**src/rtl/ftb_pkg.sv**
```systemverilog
package ftb_pkg;

  localparam int NUM_CH = 6;
  localparam int MODE_W = 16;
  localparam int STS_W  = 16;
  localparam int IRQ_W  = 17;
  localparam int VBL_BIT = 0;

  // mode word fields
  localparam int MB_GATE_EN = 0;
  localparam int MB_LOOP    = 3;
  localparam int MB_IRQ_TGT = 4;
  localparam int MB_IRQ_OVF = 5;
  localparam int MB_RUN     = 6;
  localparam int MB_SRC     = 8;
  localparam int MB_DIV8    = 9;
  localparam int MB_PRE_LO  = 13;

  // status word fields
  localparam int SB_TGT = 11;
  localparam int SB_OVF = 12;

  // register select (address bits 3:2)
  localparam logic [1:0] SEL_COUNT = 2'd0;
  localparam logic [1:0] SEL_MODE  = 2'd1;
  localparam logic [1:0] SEL_CMP   = 2'd2;

  typedef enum logic [1:0] {
    GM_RUN_WHILE_HIGH = 2'd0,
    GM_RESTART_ON_RISE = 2'd1,
    GM_RUN_WHILE_LOW  = 2'd2,
    GM_ONE_SHOT_RISE  = 2'd3
  } gate_mode_e;

  function automatic int ch_width(input int idx);
    return (idx < 3) ? 16 : 32;
  endfunction

  function automatic logic [15:0] ch_base(input int idx);
    case (idx)
      0: return 16'h1100;
      1: return 16'h1110;
      2: return 16'h1120;
      3: return 16'h1480;
      4: return 16'h1490;
      default: return 16'h14A0;
    endcase
  endfunction

  function automatic int ch_irq_bit(input int idx);
    case (idx)
      0: return 4;
      1: return 5;
      2: return 6;
      3: return 14;
      4: return 15;
      default: return 16;
    endcase
  endfunction

endpackage

```
**src/rtl/ftb_field_gate.sv**
```systemverilog
module ftb_field_gate #(
  parameter int LINE_W = 10
) (
  input  logic              clk,
  input  logic              rst_n,
  input  logic              line_tick,
  input  logic [LINE_W-1:0] visible_lines,
  input  logic [LINE_W-1:0] total_lines,
  output logic              gate_o,
  output logic              rise_o,
  output logic              fall_o
);

  logic [LINE_W-1:0] line_q, line_n;
  logic [LINE_W-1:0] line_inc;
  logic              gate_q, gate_n;
  logic              rise_q, rise_n;
  logic              fall_q, fall_n;

  assign line_inc = line_q + 1'b1;

  always_comb begin
    line_n = line_q;
    gate_n = gate_q;
    rise_n = 1'b0;
    fall_n = 1'b0;
    if (line_tick) begin
      line_n = line_inc;
      if (gate_q) begin
        if (line_inc >= visible_lines) begin
          gate_n = 1'b0;
          fall_n = 1'b1;
        end
      end else if (line_inc >= total_lines) begin
        gate_n = 1'b1;
        rise_n = 1'b1;
        line_n = '0;
      end
    end
  end

  always_ff @(posedge clk or negedge rst_n) begin
    if (!rst_n) begin
      line_q <= '0;
      gate_q <= 1'b1;
      rise_q <= 1'b0;
      fall_q <= 1'b0;
    end else begin
      line_q <= line_n;
      gate_q <= gate_n;
      rise_q <= rise_n;
      fall_q <= fall_n;
    end
  end

  assign gate_o = gate_q;
  assign rise_o = rise_q;
  assign fall_o = fall_q;

  assert_edges_exclusive_R10: assert property (@(posedge clk) disable iff (!rst_n)
    $onehot0({rise_q, fall_q}));

  assert_rise_restarts_lines_R10: assert property (@(posedge clk) disable iff (!rst_n)
    rise_q |-> (gate_q && line_q == '0));

  assert_fall_ends_visible_R10: assert property (@(posedge clk) disable iff (!rst_n)
    fall_q |-> (!gate_q && $past(gate_q)));

endmodule

```
**src/rtl/ftb_tick_sel.sv**
```systemverilog
module ftb_tick_sel
  import ftb_pkg::*;
#(
  parameter int IDX = 0
) (
  input  logic              clk,
  input  logic              rst_n,
  input  logic              clr,
  input  logic              run,
  input  logic [MODE_W-1:0] mode,
  input  logic              pixel_tick,
  input  logic              line_tick,
  output logic              tick_o
);

  generate
    if (IDX == 2 || IDX >= 4) begin : g_prescaled
      logic [7:0] pre_q, pre_n;
      logic [7:0] lim;
      logic       hit;

      always_comb begin
        lim = 8'd0;
        if (IDX == 2) begin
          lim = mode[MB_DIV8] ? 8'd7 : 8'd0;
        end else begin
          case (mode[MB_PRE_LO +: 2])
            2'd0: lim = 8'd0;
            2'd1: lim = 8'd7;
            2'd2: lim = 8'd15;
            default: lim = 8'd255;
          endcase
        end
      end

      assign hit = (pre_q == lim);

      always_comb begin
        pre_n = pre_q;
        if (clr) begin
          pre_n = '0;
        end else if (run) begin
          pre_n = hit ? 8'd0 : pre_q + 8'd1;
        end
      end

      always_ff @(posedge clk or negedge rst_n) begin
        if (!rst_n) pre_q <= '0;
        else        pre_q <= pre_n;
      end

      assign tick_o = run && hit;

      assert_prescale_bound_R5: assert property (@(posedge clk) disable iff (!rst_n)
        pre_q <= lim);

    end else if (IDX == 0) begin : g_pixel
      assign tick_o = run && (mode[MB_SRC] ? pixel_tick : 1'b1);
    end else begin : g_line
      assign tick_o = run && (mode[MB_SRC] ? line_tick : 1'b1);
    end
  endgenerate

endmodule

```
**src/rtl/ftb_channel.sv**
```systemverilog
module ftb_channel
  import ftb_pkg::*;
#(
  parameter int IDX = 0,
  parameter int W   = ch_width(IDX)
) (
  input  logic             clk,
  input  logic             rst_n,
  input  logic             mode_we,
  input  logic             cmp_we,
  input  logic             sts_re,
  input  logic [W-1:0]     wdata,
  input  logic             pixel_tick,
  input  logic             line_tick,
  input  logic             gate_rise,
  input  logic             gate_fall,
  output logic [W-1:0]     count_o,
  output logic [STS_W-1:0] status_o,
  output logic [W-1:0]     compare_o,
  output logic             irq_o
);

  logic [W-1:0]      cnt_q, cnt_n;
  logic [W-1:0]      cmp_q, cmp_n;
  logic [MODE_W-1:0] mode_q, mode_n;
  logic [STS_W-1:0]  sts_q, sts_n;
  logic              run_q, run_n;
  logic              irq_q, irq_n;

  logic              start, halt, tick, adv;
  logic [W:0]        cnt_inc;
  logic [W:0]        tgt_ext;
  logic              tgt_hit, ovf_hit;
  gate_mode_e        gmode;

  assign gmode = gate_mode_e'(mode_q[2:1]);

  // start / halt decision: register write beats gate edges
  always_comb begin
    start  = 1'b0;
    halt   = 1'b0;
    mode_n = mode_q;
    if (mode_we) begin
      mode_n = wdata[MODE_W-1:0];
      halt   = 1'b1;
      if (wdata[MB_RUN] && wdata[2:0] != 3'b111) begin
        start = 1'b1;
        halt  = 1'b0;
      end
    end else if (mode_q[MB_RUN] && mode_q[MB_GATE_EN] && (gate_rise || gate_fall)) begin
      case (gmode)
        GM_RUN_WHILE_HIGH: begin
          start = gate_rise;
          halt  = gate_fall;
        end
        GM_RESTART_ON_RISE: start = gate_rise;
        GM_RUN_WHILE_LOW: begin
          start = gate_fall;
          halt  = gate_rise;
        end
        default: begin
          if (gate_rise) begin
            start = 1'b1;
            mode_n[MB_GATE_EN] = 1'b0;
          end
        end
      endcase
    end
  end

  ftb_tick_sel #(.IDX(IDX)) u_tick (
    .clk        (clk),
    .rst_n      (rst_n),
    .clr        (start || mode_we),
    .run        (run_q),
    .mode       (mode_q),
    .pixel_tick (pixel_tick),
    .line_tick  (line_tick),
    .tick_o     (tick)
  );

  assign adv     = tick && !start && !halt;
  assign cnt_inc = {1'b0, cnt_q} + 1'b1;
  assign tgt_ext = (cmp_q == '0) ? {1'b1, {W{1'b0}}} : {1'b0, cmp_q};
  assign tgt_hit = adv && (cnt_inc == tgt_ext);
  assign ovf_hit = adv && cnt_inc[W];

  always_comb begin
    run_n = run_q;
    cnt_n = cnt_q;
    if (start) begin
      run_n = 1'b1;
      cnt_n = '0;
    end else if (halt) begin
      run_n = 1'b0;
    end else if (adv) begin
      if (ovf_hit || (tgt_hit && mode_q[MB_LOOP])) cnt_n = '0;
      else                                          cnt_n = cnt_inc[W-1:0];
    end
  end

  always_comb begin
    sts_n = sts_re ? '0 : sts_q;
    if (tgt_hit) sts_n[SB_TGT] = 1'b1;
    if (ovf_hit) sts_n[SB_OVF] = 1'b1;
    irq_n = (tgt_hit && mode_q[MB_IRQ_TGT]) || (ovf_hit && mode_q[MB_IRQ_OVF]);
    cmp_n = cmp_we ? wdata : cmp_q;
  end

  always_ff @(posedge clk or negedge rst_n) begin
    if (!rst_n) begin
      cnt_q  <= '0;
      cmp_q  <= '0;
      mode_q <= '0;
      sts_q  <= '0;
      run_q  <= 1'b0;
      irq_q  <= 1'b0;
    end else begin
      cnt_q  <= cnt_n;
      cmp_q  <= cmp_n;
      mode_q <= mode_n;
      sts_q  <= sts_n;
      run_q  <= run_n;
      irq_q  <= irq_n;
    end
  end

  assign count_o   = cnt_q;
  assign status_o  = sts_q;
  assign compare_o = cmp_q;
  assign irq_o     = irq_q;

  assert_hold_when_halted_R3: assert property (@(posedge clk) disable iff (!rst_n)
    (!run_q && !mode_we && !gate_rise && !gate_fall) |=> $stable(cnt_q));

  assert_target_loop_R6: assert property (@(posedge clk) disable iff (!rst_n)
    ($rose(sts_q[SB_TGT]) && mode_q[MB_LOOP]) |-> (cnt_q == '0));

  assert_wrap_to_zero_R7: assert property (@(posedge clk) disable iff (!rst_n)
    $rose(sts_q[SB_OVF]) |-> (cnt_q == '0));

  assert_irq_needs_run_R9: assert property (@(posedge clk) disable iff (!rst_n)
    irq_q |-> $past(run_q));

endmodule

```
**src/rtl/field_timer_bank.sv**
```systemverilog
module field_timer_bank
  import ftb_pkg::*;
#(
  parameter int ADDR_W = 16,
  parameter int DATA_W = 32,
  parameter int LINE_W = 10
) (
  input  logic              clk,
  input  logic              rst_n,
  input  logic              bus_en,
  input  logic              bus_we,
  input  logic [ADDR_W-1:0] bus_addr,
  input  logic [DATA_W-1:0] bus_wdata,
  output logic [DATA_W-1:0] bus_rdata,
  input  logic              pixel_tick,
  input  logic              line_tick,
  input  logic [LINE_W-1:0] visible_lines,
  input  logic [LINE_W-1:0] total_lines,
  output logic [IRQ_W-1:0]  irq_vec
);

  localparam int HI_W = ADDR_W - 4;

  // reset: asserted asynchronously, released on a clock edge
  logic [1:0] rst_sync_q;
  logic       rst_i_n;

  always_ff @(posedge clk or negedge rst_n) begin
    if (!rst_n) rst_sync_q <= 2'b00;
    else        rst_sync_q <= {rst_sync_q[0], 1'b1};
  end
  assign rst_i_n = rst_sync_q[1];

  // field gate
  logic gate, gate_rise, gate_fall;

  ftb_field_gate #(.LINE_W(LINE_W)) u_gate (
    .clk           (clk),
    .rst_n         (rst_i_n),
    .line_tick     (line_tick),
    .visible_lines (visible_lines),
    .total_lines   (total_lines),
    .gate_o        (gate),
    .rise_o        (gate_rise),
    .fall_o        (gate_fall)
  );

  // decode
  logic [1:0]        reg_sel;
  logic              sel_ok;
  logic              aligned;
  logic [NUM_CH-1:0] base_hit;
  logic [NUM_CH-1:0] ch_irq;
  logic [DATA_W-1:0] cnt_w [NUM_CH];
  logic [DATA_W-1:0] sts_w [NUM_CH];
  logic [DATA_W-1:0] cmp_w [NUM_CH];

  assign reg_sel = bus_addr[3:2];
  assign sel_ok  = (reg_sel != 2'b11);
  assign aligned = (bus_addr[1:0] == 2'b00);

  generate
    for (genvar g = 0; g < NUM_CH; g++) begin : g_ch
      localparam int CW = ch_width(g);
      localparam logic [15:0] BASE = ch_base(g);

      logic [CW-1:0]    cnt_l, cmp_l;
      logic [STS_W-1:0] sts_l;
      logic             acc;

      assign base_hit[g] = bus_en && aligned &&
                           (bus_addr[ADDR_W-1:4] == HI_W'(BASE[15:4]));
      assign acc = base_hit[g] && sel_ok;

      ftb_channel #(.IDX(g)) u_ch (
        .clk        (clk),
        .rst_n      (rst_i_n),
        .mode_we    (acc && bus_we && reg_sel == SEL_MODE),
        .cmp_we     (acc && bus_we && reg_sel == SEL_CMP),
        .sts_re     (acc && !bus_we && reg_sel == SEL_MODE),
        .wdata      (bus_wdata[CW-1:0]),
        .pixel_tick (pixel_tick),
        .line_tick  (line_tick),
        .gate_rise  (gate_rise),
        .gate_fall  (gate_fall),
        .count_o    (cnt_l),
        .status_o   (sts_l),
        .compare_o  (cmp_l),
        .irq_o      (ch_irq[g])
      );

      assign cnt_w[g] = DATA_W'(cnt_l);
      assign sts_w[g] = DATA_W'(sts_l);
      assign cmp_w[g] = DATA_W'(cmp_l);
    end
  endgenerate

  // read path, registered, updated only on reads
  logic [DATA_W-1:0] rd_mux, rdata_q, rdata_n;

  always_comb begin
    rd_mux = '0;
    for (int i = 0; i < NUM_CH; i++) begin
      if (base_hit[i]) begin
        case (reg_sel)
          SEL_COUNT: rd_mux = cnt_w[i];
          SEL_MODE:  rd_mux = sts_w[i];
          SEL_CMP:   rd_mux = cmp_w[i];
          default:   rd_mux = '0;
        endcase
      end
    end
  end

  assign rdata_n = (bus_en && !bus_we) ? rd_mux : rdata_q;

  always_ff @(posedge clk or negedge rst_i_n) begin
    if (!rst_i_n) rdata_q <= '0;
    else          rdata_q <= rdata_n;
  end

  assign bus_rdata = rdata_q;

  // interrupt vector
  always_comb begin
    irq_vec = '0;
    irq_vec[VBL_BIT] = gate_fall;
    for (int i = 0; i < NUM_CH; i++) begin
      irq_vec[ch_irq_bit(i)] = ch_irq[i];
    end
  end

  assert_single_channel_R1: assert property (@(posedge clk) disable iff (!rst_i_n)
    $onehot0(base_hit));

  assert_undecoded_reads_zero_R1: assert property (@(posedge clk) disable iff (!rst_i_n)
    (bus_en && !bus_we && !(|base_hit && sel_ok)) |=> (bus_rdata == '0));

  assert_vblank_on_fall_R10: assert property (@(posedge clk) disable iff (!rst_i_n)
    $fell(gate) |-> irq_vec[VBL_BIT]);

endmodule

```
**config.mk**
```make
export PLATFORM = sky130hd
export DESIGN_NAME = field_timer_bank
export DESIGN_NICKNAME = d
export VERILOG_FILES = /design/src/rtl/ftb_pkg.sv /design/src/rtl/ftb_field_gate.sv /design/src/rtl/ftb_tick_sel.sv /design/src/rtl/ftb_channel.sv /design/src/rtl/field_timer_bank.sv
export SDC_FILE = /design/constraint.sdc
export NUM_CORES = 1
export LEC_CHECK = 0
export BUFFER_PORTS_ARGS = -buffer_cell sky130_fd_sc_hd__buf_2
export CAP_MARGIN = 20
export CORE_AREA = 4 4 221 245
export CTS_CLUSTER_DIAMETER = 30
export CTS_CLUSTER_SIZE = 24
export DETAILED_ROUTE_END_ITERATION = 6
export DIE_AREA = 0 0 225 249
export GPL_ROUTABILITY_DRIVEN = 0
export PLACE_DENSITY = 0.72
export SYNTH_ARGS = -nofsm -noshare
export SYNTH_HDL_FRONTEND = slang
export SYNTH_SLANG_ARGS = --single-unit
```
**constraint.sdc**
```tcl
create_clock -name clk -period 19.65 [get_ports clk]
set_input_delay 2.9475 -clock clk [delete_from_list [all_inputs] [get_ports clk]]
set_output_delay 2.9475 -clock clk [all_outputs]
set_load 0.005 [all_outputs]
```
==> results of run 1 <==
cell type report:
type	instances	share of cell area, %
well taps	675	2.605
repair buffers	152	2.809
multi-input cells	2396	49.44
flip-flops and latches	433	33.43
clock buffers	114	8.223
diodes	2	0.01544
clock inverters	72	2.620
inverters	74	0.8566
registers in the layout, indices dropped and copies added (netlist names), 10 cells and up:
| name | count |
|---|---|
| u_gate.line_q | 10 |
| bus_rdata | 32 |
| g_ch.u_ch.count_o | 144 |
| g_ch.u_ch.status_o | 12 |
| g_ch.u_ch.compare_o | 144 |
| g_ch.u_ch.u_tick.g_prescaled.pre_q | 24 |
| g_ch.u_ch.mode_q | 50 |
cells in the mapped netlist (8+ instances only):
cell type / instances
nor3_1: 111
a22o_1: 17
nand2b_1: 38
nand4_1: 104
o311ai_0: 16
nor3b_1: 23
xor2_1: 70
buf_4: 25
and2_1: 19
buf_1: 16
a211oi_1: 8
or3_1: 29
o22ai_1: 85
clkbuf_1: 195
or2_2: 14
nor2b_1: 42
nor2_1: 173
a21o_1: 41
and3_1: 46
o21a_1: 11
o31ai_1: 15
or4_1: 28
a211o_1: 30
ha_1: 30
and4_1: 26
buf_2: 21
mux2i_1: 104
nor4_1: 89
inv_1: 74
mux2_2: 173
a32o_1: 8
a21oi_1: 74
nand3_1: 119
a31oi_1: 40
o211ai_1: 15
nand2_1: 316
o21ai_0: 160
a22oi_1: 75
dfrtp_1: 432
xnor2_1: 146
cells by family after synthesis:
logic type | Yosys count
buffers and inverters | 333
adders and majority gates | 30
muxes | 278
DFF | 433
other | 2
AOI/OAI and AO/OA | 651
and+or+nand+nor | 1210
xor gates and xnor gates | 216
stage by stage:
stage | cells | worst slack (ps) | total power [mW] | hold WS, ps | cell area [sq um]
final | 3918 | 13530 | 3.023 | 339.1 | 32420
after global routing | 3916 | 13280 | 3.121 | 357.5 | 32420
after CTS | 3912 | 13630 | 3.029 | 345.6 | 32350
after detailed placement | 3726 | 13030 | 1.296 | 337.9 | 28840
after floorplan | 3162 | 6690 | 1.217 | 331.2 | 28170
after global placement | 3726 | 13110 | 1.279 | 333.4 | 28840
layer usage:
| metal | vias up | wire length, um | global-route usage (%) |
|---|---|---|---|
| met1 | 12720 | 36700 | 43.95 |
| met2 | 1739 | 41210 | 48.82 |
| li1 | 11610 | - | - |
| met5 | - | 0 | 0 |
| met3 | 417 | 10580 | 7.602 |
| met4 | 0 | 5734 | 17.44 |
worst paths after layout:
check,slack [ps],to,cells after the start
min in group clk,340,rst_sync_q[1]$_DFF_PN0_,0
max in group asynchronous,17090,g_ch[0].u_ch.count_o[3]$_DFFE_PN0P_,2
setup reg to reg,14770,g_ch[4].u_ch.count_o[3]$_DFFE_PN0P_,11
hold / removal,340,g_ch[4].u_ch.count_o[26]$_DFFE_PN0P_,0
setup / recovery,13530,g_ch[5].u_ch.count_o[22]$_DFFE_PN0P_,11
hold reg to reg,340,g_ch[4].u_ch.count_o[26]$_DFFE_PN0P_,0
power by group:
| group | internal, mW | switching (mW) | total [mW] |
|---|---|---|---|
| sequential | 0.929 | 0.0821 | 1.01 |
| clock | 1.15 | 0.576 | 1.73 |
| combinational | 0.118 | 0.163 | 0.282 |
| total | 2.20 | 0.821 | 3.02 |
critical path, delay by kind of cell:
family	cells	cell delay (ps)
AO/OA/AOI/OAI	3	440
buffers and inverters	2	470
AND/OR/NAND/NOR	6	2770
==> results.md, run 1 <==
- Top FF cell, synth: dfrtp_1
- Netlist cell types: just under 90
- Pwr dens: roughly 93 nW/um^2
- Clock Skews: approximately 42 ps
- Min cycle time layout: approximately 6100 ps
- Fmax: ~160 MHz
- Post-Synth XOR/XNOR Area: between 6 and 7%
- Routed wire per std cell: approximately 24 um
- Root Buffer: clkbuf_16
- Largest net degree at the start of global routing: roughly 190
- Mean post-synth cell area: roughly 8.9 sq um
- Final Max Slew Viols: 0
- Synth top area cells: dfrtp_1 (38%), mux2_2 (6.9%), xnor2_1 (4.5%)
- Async SR Flop Fraction: between 90% and 100%
- DRC: 0
- CP required: a little over 20000 ps
- Post-synth EDFFs: 0
- TNS Setup: 0 ps
- Vias in the first global route: between 20000 and 30000
- Worst VDD drop: approximately 76 uV
- Register Area: 10840 sq um
- Max incr delay on CP: 880 ps
- CTS H-tree lvls: 3
- Yosys top cell area share: ~38%
- Total track usage: approximately 33%
- # resized after CTS: 0
- Net count, final: about 3300
- Area of the core: ~52000 sq um
- Post-CTS Setup Inserts: 0
- CP max FO: 32
- Post-synthesis mux area share: between 10% and 20%
- Leading cell type in the layout, fill and taps excluded: dfrtp_1
- Kind of critical path: in2reg
- Die area: 56030 sq um
- Io pins: between 100 and 150
- Initial drt markers: 3514
- Utilization after layout: 62.52%
- Syn Std Cell Area: ~28000 sq um
- Crit share post-route: a little under a third
- DR vias: roughly 26000
- Clock tree buffer depth: 3
- Startpoint Class: input port
- Post-Synth Simple-Gate Area: roughly 22%
- Worst hold path class: reg2async
- CP dominant cell by count: nand2_1
- RR Startpoint: g_ch[4].u_ch.count_o[0]$_DFFE_PN0P_
- Synth area leader: dfrtp_1
- Cts bufs inserted: 100
- Max-cap violations: 0
- WL final: between 90000 and 100000 um
- Area grow syn2layout: 15.23%
- Drt via density: 6.762
- Share of cells above drive strength 1: between 15 and 20%
- Least-Margin Pin Slew: 1132 ps
- Clock slew at reported path FFs: 50 ps
- Slew headroom: ~25%
- Mapped Cells: between 3000 and 4000
- Post-DP HPWL: approximately 66000 um
- Number of port buffers: roughly 110
- RSZ-0062 raised after global routing: false
- CTS tree: done
- Seq/Total Area, Yosys: 38.51%
- Crit path from: bus_addr[14]
- Global route total overflow: 0
- Initial cell density of the core: around 54%
- Setup Viol. Count Final: 0
- Filler cells: around 4200
- Synth Warn #: 0
- Overall die width: roughly 230 um
- Worst path slowest cell: nor2_1
- Main combinational cell family by area after synthesis: simple AND/OR/NAND/NOR gates
- Crit-path cells: buf_2 > nor4b_1 > nand2_1 > nor2_1 > nand2_1 > nor2_1 > nand2_1 > a21oi_2 > buf_4 > a21oi_1 > o21ai_1
- Critical Path Sink Type: flop
- Clk sink count: 433
- Status: finished clean
- Row count: 88
- Cts hold-fix bufs: 0
- Clock Latency Late Sink: about 650 ps
- CP arrival: 6660 ps
- Synth Area in Adders: under 10%
- Post-route ant nets: 0
- Initial antenna violation count: 2
- Static leakage: 14.22 nW
- Final Hold Viols: 0
- Pre-Repair DR Iteration Count: 7
- Synth Area in Compound Gates: 15.45%
- Most frequent cells in the layout: dfrtp_1 (431), nand2_1 (316), mux2_2 (173)
- Multi-input logic area: around 16000 sq um
- FF+latch count, synth: approximately 430
- Die Height: about 250 um
- Global-route wire length before repair: roughly 150000 um
Note: power is estimated with default switching activity, not from simulation.
==> run 2: changes to the inputs <==
--- a/config.mk
+++ b/config.mk
@@ -5,15 +5,16 @@
 export SDC_FILE = /design/constraint.sdc
 export NUM_CORES = 1
 export LEC_CHECK = 0
+export ABC_AREA = 1
 export BUFFER_PORTS_ARGS = -buffer_cell sky130_fd_sc_hd__buf_2
 export CAP_MARGIN = 20
-export CORE_AREA = 4 4 221 245
+export CORE_AREA = 4 4 226 250
 export CTS_CLUSTER_DIAMETER = 30
 export CTS_CLUSTER_SIZE = 24
 export DETAILED_ROUTE_END_ITERATION = 6
-export DIE_AREA = 0 0 225 249
+export DIE_AREA = 0 0 230 254
 export GPL_ROUTABILITY_DRIVEN = 0
-export PLACE_DENSITY = 0.72
+export PLACE_DENSITY = 0.75
 export SYNTH_ARGS = -nofsm -noshare
 export SYNTH_HDL_FRONTEND = slang
 export SYNTH_SLANG_ARGS = --single-unit
==> constraint.sdc (replaced) <==
create_clock -name clk -period 5.6 [get_ports clk]
set_input_delay 0.84 -clock clk [delete_from_list [all_inputs] [get_ports clk]]
set_output_delay 0.84 -clock clk [all_outputs]
set_load 0.005 [all_outputs]
==> run 2 against run 1 <==
Via count is 15% higher. Highest routed layer unchanged. Critical path depth stayed put. Final cell count is 37% higher. Core utilization is 0.73 points higher. Sequential power grew to 3.5 times the previous value. Critical endpoint is now g_ch[3].u_ch.count_o[22]$_DFFE_PN0P_.
==> results.md, run 2 <==
- Status: finished clean (unchanged)
- Pwr dens: 332.2 nW/um^2 (was 93.22 nW/um^2)
- Multi-input logic area: 15650 sq um (was 16030 sq um)
- CP required: 6110 ps (was 20180 ps)
- Drt via density: 5.710 (was 6.762)
- Total track usage: 33.33% (was 32.60%)
- Final Max Slew Viols: 0 (unchanged)
- Syn Std Cell Area: 29430 sq um (was 28140 sq um)
- Filler cells: 4943 (was 4192)
- DR vias: 30580 (was 26490)
- Global route total overflow: 0 (unchanged)
- Post-CTS Setup Inserts: 0 (unchanged)
- Row count: 89 (was 88)
- Area of the core: 53670 sq um (was 51860 sq um)
- Met2 routed WL: 44980 um (was 41210 um)
- Slew headroom: 30.98% (was 24.53%)
- CP max FO: 35 (was 32)
- CTS H-tree lvls: 3 (unchanged)
- Kind of critical path: in2reg (unchanged)
- Netlist cell types: 58 (was 87)
- Least-Margin Pin Slew: 1032 ps (was 1132 ps)
- Net count, final: 4650 (was 3261)
- Seq/Total Area, Yosys: 36.83% (was 38.51%)
- Initial cell density of the core: 54.82% (was 54.26%)
- Mean post-synth cell area: 6.593 sq um (was 8.925 sq um)
- Clock Skews: 37.00 ps (was 42.02 ps)
- CP arrival: 3990 ps (was 6660 ps)
- Largest net degree at the start of global routing: 146 (was 185)
- Root Buffer: clkbuf_16 (unchanged)
- TNS Setup: 0 ps (unchanged)
- Post-synth EDFFs: 0 (unchanged)
- Post-DP HPWL: 71430 um (was 65820 um)
- RSZ-0062 raised after global routing: false (unchanged)
- WHS: 187.0 ps (was 339.1 ps)
- DRC: 0 (unchanged)
- FF+latch count, synth: 433 (unchanged)
- Number of port buffers: 112 (unchanged)
- Worst hold path class: reg2async (unchanged)
- Min cycle time layout: around 3500 ps
- Register Area: 10840 sq um (unchanged)
- Synth area leader: dfrtp_1 (unchanged)
- Post-synth top cells: nand2_1 (1424), inv_1 (557), nor2_1 (441) (was dfrtp_1 (432), nand2_1 (316), clkbuf_1 (195))
- CTS tree: done (unchanged)
- Cts bufs inserted: 98 (was 100)
- Clock Latency Late Sink: 650 ps (about the same)
- Dominant cell by count in the synthesized netlist: nand2_1 (was dfrtp_1)
- Setup Viol. Count Final: 0 (unchanged)
- Mapped Cells: 4463 (was 3153)
- WL final: 99370 um (was 94220 um)
- Synth top area cells: dfrtp_1 (37%), nand2_1 (18%), nand3_1 (7.1%) (was dfrtp_1 (38%), mux2_2 (6.9%), xnor2_1 (4.5%))
- Worst VDD drop: 323.3 uV (was 75.53 uV)
- Global-route wire length before repair: 154900 um (was 145400 um)
- Clk sink count: 433 (unchanged)
- Static leakage: 16.84 nW (was 14.22 nW)
- Post-route ant nets: 0 (unchanged)
- Die area: 58420 sq um (was 56030 sq um)
- Async SR Flop Fraction: 100.0% (unchanged)
- Met3 WL post-DR: 9550 um (was 10580 um)
- Share of cells above drive strength 1: 9.509% (was 17.09%)
- Routed wire per std cell: 18.55 um (was 24.05 um)
- Initial antenna violation count: 2 (unchanged)
- Overall die width: 230 um (was 225 um)
- Initial drt markers: 3727 (was 3514)
- Crit share post-route: between 60% and 70%
- Final Hold Viols: 0 (unchanged)
- Synth Warn #: 0 (unchanged)
- Clock tree buffer depth: 3 (unchanged)
- Startpoint Class: input port (unchanged)
- Die Height: 254 um (was 249 um)
- Max-cap violations: 0 (unchanged)
- Io pins: 123 (unchanged)
- Most frequent cells in the layout: nand2_1 (1424), inv_1 (556), nor2_1 (438) (was dfrtp_1 (431), nand2_1 (316), mux2_2 (173))
- Vias in the first global route: 28660 (was 25300)
- Top FF cell, synth: dfrtp_1 (unchanged)
- Leading cell type in the layout, fill and taps excluded: nand2_1 (was dfrtp_1)
- M1 WL: 38490 um (was 36700 um)
- Fmax: between 200 and 300 MHz
- Critical Path Sink Type: flop (unchanged)
- Area grow syn2layout: 15.38% (was 15.23%)
- Pre-Repair DR Iteration Count: 7 (unchanged)
- DR top layer: met4 (unchanged)
- Clock slew at reported path FFs: 50 ps (about the same)
- Yosys top cell area share: 36.74% (was 38.42%)
run 2: cell types whose count changed after synthesis, sizes merged, moves of 79 or more:
cell,delta
a21oi,+112
clkbuf,-112
inv,+506
mux2,-173
mux2i,-101
nand2,+1127
nand3,+308
nor2,+324
nor4,-79
o21ai,+123
xnor2,-134
run 2: final cells by class:
type                       instances  share of cell area [%]
clock buffer                     115                   7.802
timing repair buffer             136                   2.440
inverter                         586                   6.486
multi-input combinational       3291                   46.08
clock inverter                    66                   2.569
antenna                            1                0.007371
sequential                       433                   31.93
tap                              728                   2.683
run 2: cells by family (layout without fill, tap and decap cells):
group / Yosys count / count (layout) / synth area share, %
compound gates: 639 / 639 / 11.95
xor+xnor: 95 / 95 / 3.108
fa+ha+maj: 30 / 30 / 1.276
buf+inv: 748 / 903 / 10.26
flops: 433 / 433 / 36.83
mux: 3 / 3 / 0.1021
other cells: 2 / 12 / 0.02552
simple gates: 2513 / 2513 / 36.45
run 2: timing repair:
action	4_1_cts	5_1_grt
hold endpoints to repair	2	0
hold buffers	1	0
resized for setup	0	0
run 2: worst paths after layout:
| kind | end | depth (start not counted) | slack [ps] | start |
|---|---|---|---|---|
| max | g_ch[3].u_ch.count_o[22]$_DFFE_PN0P_ | 11 | 2120 | bus_addr[3] |
| min | u_gate.line_q[9]$_DFFE_PN0P_ | 0 | 190 | rst_sync_q[1]$_DFF_PN0_ |
| max reg2reg | g_ch[5].u_ch.count_o[27]$_DFFE_PN0P_ | 16 | 2200 | g_ch[5].u_ch.count_o[0]$_DFFE_PN0P_ |
| min reg2reg | u_gate.line_q[9]$_DFFE_PN0P_ | 0 | 190 | rst_sync_q[1]$_DFF_PN0_ |
| max in group asynchronous | g_ch[4].u_ch.count_o[23]$_DFFE_PN0P_ | 2 | 3660 | rst_sync_q[1]$_DFF_PN0_ |
| min in group clk | rst_sync_q[1]$_DFF_PN0_ | 0 | 350 | rst_sync_q[0]$_DFF_PN0_ |
run 2: layer usage:
metal  vias up  GRT usage (%)
met1     14130          42.32
met5         -              0
met4         0          19.62
li1      14530              -
met2      1586          53.17
met3       335          6.693
run 2: where the power goes:
group / internal (mW) / switching, mW / total, mW
combinational: 0.568 / 1.11 / 1.68
sequential: 3.29 / 0.222 / 3.52
clock: 4.10 / 1.98 / 6.08
total: 7.96 / 3.32 / 11.3
run 2: through the flow:
step	setup slack (ps)	instances	util (%)	cell area, sq um	total power, mW
detailed placement	1583	5168	56.46	30310	5.204
floorplan	1359	4472	-	29460	4.742
finish	2118	5356	63.25	33950	11.28
global route	1866	5355	63.25	33950	11.73
global placement	1665	5168	56.46	30310	5.171
CTS	2232	5350	63.04	33840	11.30
run 2: critical path, cell delays in order:
cell     delay, ps
buf_2          150
inv_1          200
nand2_1        160
inv_2          190
nand3_2        300
o21a_1         250
nand3_2        670
nor2_2         460
nand3_4        430
nand3_1        210
nand2_1         90
